$ cat src/rtl/ref_autoswitch.sv
module ref_autoswitch #(
  parameter int SYNC_STAGES = 2
) (
  input  logic clk,
  input  logic rst_n,
  input  logic auto_mode_i,
  input  logic ref_sel_i,
  input  logic sel_lost_i,
  output logic mux_sel_o,
  output logic ref_ack_o,
  output logic reselect_o
);

  localparam int TOP = SYNC_STAGES - 1;

  logic [TOP:0] auto_sync, rsel_sync;
  logic auto_s, rsel_s, auto_prev;
  logic armed_q, tripped_q, sel_q, pulse_q;
  logic armed_n, tripped_n, sel_n;

  assign auto_s = auto_sync[TOP];
  assign rsel_s = rsel_sync[TOP];

  always_ff @(posedge clk or negedge rst_n) begin
    if (!rst_n) begin
      auto_sync <= '0;
      rsel_sync <= '0;
      auto_prev <= 1'b0;
    end else begin
      auto_sync <= {auto_sync[TOP-1:0], auto_mode_i};
      rsel_sync <= {rsel_sync[TOP-1:0], ref_sel_i};
      auto_prev <= auto_s;
    end
  end

  always_comb begin
    sel_n     = sel_q;
    armed_n   = armed_q;
    tripped_n = tripped_q;
    if (!auto_s) begin
      sel_n     = rsel_s;
      armed_n   = 1'b0;
      tripped_n = 1'b0;
    end else if (!auto_prev) begin
      sel_n     = rsel_s;
      armed_n   = 1'b1;
      tripped_n = 1'b0;
    end else if (armed_q && sel_lost_i) begin
      sel_n     = ~sel_q;
      armed_n   = 1'b0;
      tripped_n = 1'b1;
    end else if (!tripped_q) begin
      sel_n = rsel_s;
    end
  end

  always_ff @(posedge clk or negedge rst_n) begin
    if (!rst_n) begin
      armed_q   <= 1'b0;
      tripped_q <= 1'b0;
      sel_q     <= 1'b0;
      pulse_q   <= 1'b0;
    end else begin
      armed_q   <= armed_n;
      tripped_q <= tripped_n;
      sel_q     <= sel_n;
      pulse_q   <= sel_n ^ sel_q;
    end
  end

  assign mux_sel_o  = sel_q;
  assign ref_ack_o  = sel_q;
  assign reselect_o = pulse_q;

endmodule

$ cat config.mk
export PLATFORM = sky130hd
export DESIGN_NAME = ref_autoswitch
export DESIGN_NICKNAME = d
export VERILOG_FILES = /design/src/rtl/ref_autoswitch.sv
export SDC_FILE = /design/constraint.sdc
export NUM_CORES = 1
export LEC_CHECK = 0
export BUFFER_PORTS_ARGS = -buffer_cell sky130_fd_sc_hd__buf_2
export CAP_MARGIN = 20
export CORE_AREA = 2 2 39 41
export DETAILED_ROUTE_END_ITERATION = 10
export DIE_AREA = 0 0 41 43
export PLACE_DENSITY = 0.4
export SLEW_MARGIN = 30
export SYNTH_ARGS = -nofsm -noshare
export SYNTH_HDL_FRONTEND = slang
export SYNTH_SLANG_ARGS = --single-unit
$ cat constraint.sdc
create_clock -name clk -period 1 [get_ports clk]
set_input_delay 0.2 -clock clk [delete_from_list [all_inputs] [get_ports clk]]
set_output_delay 0.2 -clock clk [all_outputs]
set_load 0.05 [all_outputs]
==> flow_metrics.tcl <==
set metrics [dict create \
    synthDominantCellAreaShare_pct 70.6 \
    worstHoldPathType "input pin to flip-flop" \
    cpLargestDelayFamily "flip-flops" \
    wirelength_um 499 \
    rsz0062_at_grt "yes" \
    drtIter0Drc 0 \
    critPathMaxFanout 3 \
    drive_gt1_share_pct 41.0 \
    p_switching_uw 237 \
    avgSynthCellArea_um2 13.3 \
    cp_cell_sequence "buf_6" \
    reg2regPathDepth 3 \
    n_antenna_cell 0 \
    syn_nets 29 \
    worst_hold_slack_ns 0.0504 \
    r2r_start "armed_q" \
    p_clk_share_pct 31.3 \
    routedWlPerCell_um 9.07 \
    setup_viol 2 \
    clock-sinks 9 \
    finalHoldViolCount 0 \
    place_congestion 0.689 \
    initial_core_util_pct 23.1 \
    grt_max_degree 10 \
    fp-row-count 14 \
    rrSetupSlack_ns 0.05 \
    power.density_nw_per_um2 1890 \
    synthesis.area_um2 319 \
    synthFlopType "dfrtp_1" \
    synth_edf_count 0 \
    pwr-share-seq_pct 48.2 \
    worst_slew_pin_slew_ns 0.201 \
    fp.dieW_um 41 \
    finalCritPeriodShare_pct 103 \
    final_net_count 45 \
    antenna_found_initial 0 \
    setup_ws_ns -0.0311 \
    hp-start "ref_sel_i" \
    yosysTopAreaCell "dfrtp_1" \
    p_leak_nw 0.210 \
    fmax_ghz 0.970 \
    grt_pass1_wl_um 834 \
    status "complete, but fails checks" \
    cts_inserted_buffers 3 \
    switching_share_pct 27.7 \
    grt_overflow 0 \
    p_int_uw 618 \
    hold_end "rsel_sync[0]" \
    slew_violations 0 \
    first_global_vias 216 \
    yosysSeqAreaShare_pct 70.6 \
    core_area_um2 1380 \
    fp.dieH_um 43 \
    cp-end-kind "primary output" \
    crit_buf_inv 1 \
    ir_worst_vdd_mv 0.731 \
    setup.worst_path.start_class "flip-flop" \
    netlist_top_cells_area "dfrtp_1 (71%), a221oi_2 (4.7%), nand2_1 (3.5%), a21oi_1 (3.1%), xor2_1 (2.7%)" \
    drc_errors 0 \
    via_per_inst 4.07 \
    dieArea_um2 1760 \
    cpPeakStageDelay_ns 0.42 \
    crit_slowest_cell "dfrtp_2" \
    io_buffer_count 7 \
    skew_ns 0.00373 \
    violations "setup timing" \
    cts_tree "done" \
    fin_setup_tns_ns -0.0622 \
    netlist_instances 24 \
    io_pins 8 \
    htree_levels 1 \
    ys_ff_latch 9 \
    clk_latency_ns 0.25 \
    yosysMostFrequentCell "dfrtp_1" \
    p_comb_share_pct 20.5 \
    clk_pin_slew_worst_paths_ns 0.06 \
    r2r_end "mux_sel_o" \
    synthTopCellsByCount "dfrtp_1 (9), nand2_1 (3), a21oi_1 (2)" \
    slew_headroom_pct 86.5 \
    crit_arrival_ns 0.83 \
    fillerInstances 152 \
    globalRouteTotalUtil_pct 7.70 \
    required_ns 0.80 \
    num_vias 224 \
    yosysWarnings 0 \
    fin_area_um2 453 \
    placed_area_um2 375 \
    area_growth_pct 42.0 \
    fin_crit_ns 1.03 \
    ant_nets 0 \
    min_path_cells 1 \
    clock_path_buffers 2 \
    drv_cap 0 \
    synth-async-reset-ratio_pct 100 \
    cts-root-buf "clkbuf_4" \
    first_pass_iters 1 \
    criticalPathCategory "flip-flop to primary output" \
    ys_types 13 \
]
==> timing repair <==
action,CTS,global route
hold buffers,1,0
setup buffers,1,2
endpoints found under the setup margin,3,4
resized for setup,6,0
endpoints found under the hold margin,9,0
==> state kept, by name, indices dropped and copies added (netlist names) <==
name / cells
armed_q: 1
auto_prev: 1
auto_sync: 2
mux_sel_o: 1
reselect_o: 1
rsel_sync: 2
tripped_q: 1
==> worst max path at each step <==
stage	start	to	slack (ns)	cells after the start
after floorplan	mux_sel_o	ref_ack_o	0.007	1
after global placement	auto_prev	mux_sel_o	0.08	3
after detailed placement	armed_q	mux_sel_o	0.03	3
after CTS	mux_sel_o	ref_ack_o	-0.05	1
after global routing	mux_sel_o	mux_sel_o	-0.07	1
final	mux_sel_o	ref_ack_o	-0.03	1
==> metal layers <==
layer / part of all wire [%] / vias to the layer above / routed length, um / global-route usage, %
met5: 0 / - / 0 / 0
met4: 0 / 0 / 0 / 6.00
met3: 6.8 / 0 / 34 / 4.71
met2: 49 / 6 / 247 / 10.3
met1: 43 / 103 / 217 / 8.28
li1: - / 115 / - / -
==> power by group through the flow <==
stage	Clock [mW]	Sequential, mW	Combinational [mW]
global placement	0	0.419	0.132
detailed placement	0	0.421	0.132
CTS	0.284	0.414	0.169
finish	0.268	0.412	0.175
floorplan	0	0.463	0.0527
global route	0.305	0.416	0.186
==> final cells by class <==
class                           count  area, um^2  area share, %
Clock buffer                        4        26.3           5.80
Multi-Input combinational cell     14        86.3           19.1
Tap cell                           16        20.0           4.42
Timing Repair Buffer               12        93.8           20.7
Sequential cell                     9         226           50.0
==> per-stage QoR <==
step / setup WS (ns) / util [%] / cells / power (mW)
2_1_floorplan: 0.00696 / - / 24 / 0.516
3_3_place_gp: 0.0846 / 27.1 / 47 / 0.551
3_5_place_dp: 0.0291 / 27.1 / 47 / 0.553
4_1_cts: -0.0512 / 31.6 / 53 / 0.868
5_1_grt: -0.0699 / 32.7 / 55 / 0.908
6_report: -0.0311 / 32.7 / 55 / 0.855
==> cells by family after synthesis <==
family          count (synthesis)  share of synthesized area (%)
buf+inv                         1                           2.35
xor+xnor                        1                           2.75
compound gates                  6                           14.1
flops                           9                           70.6
simple gates                    7                           10.2
==> layout by cell type, fill, tap and decap left out <==
| cell type | n |
|---|---|
| dlygate4sd3_1 | 1 |
| nand4_1 | 1 |
| nand3_1 | 1 |
| nand2b_1 | 1 |
| clkbuf_1 | 1 |
| nand2_1 | 3 |
| a21oi_1 | 2 |
| buf_4 | 4 |
| clkbuf_4 | 3 |
| buf_6 | 3 |
| o21ai_1 | 1 |
| dfrtp_2 | 1 |
| a221oi_2 | 1 |
| dfrtp_1 | 8 |
| nor2_1 | 1 |
| a21boi_0 | 1 |
| buf_2 | 4 |
| xor2_1 | 1 |
| a211oi_1 | 1 |
Power figures use the tool's default switching activity.
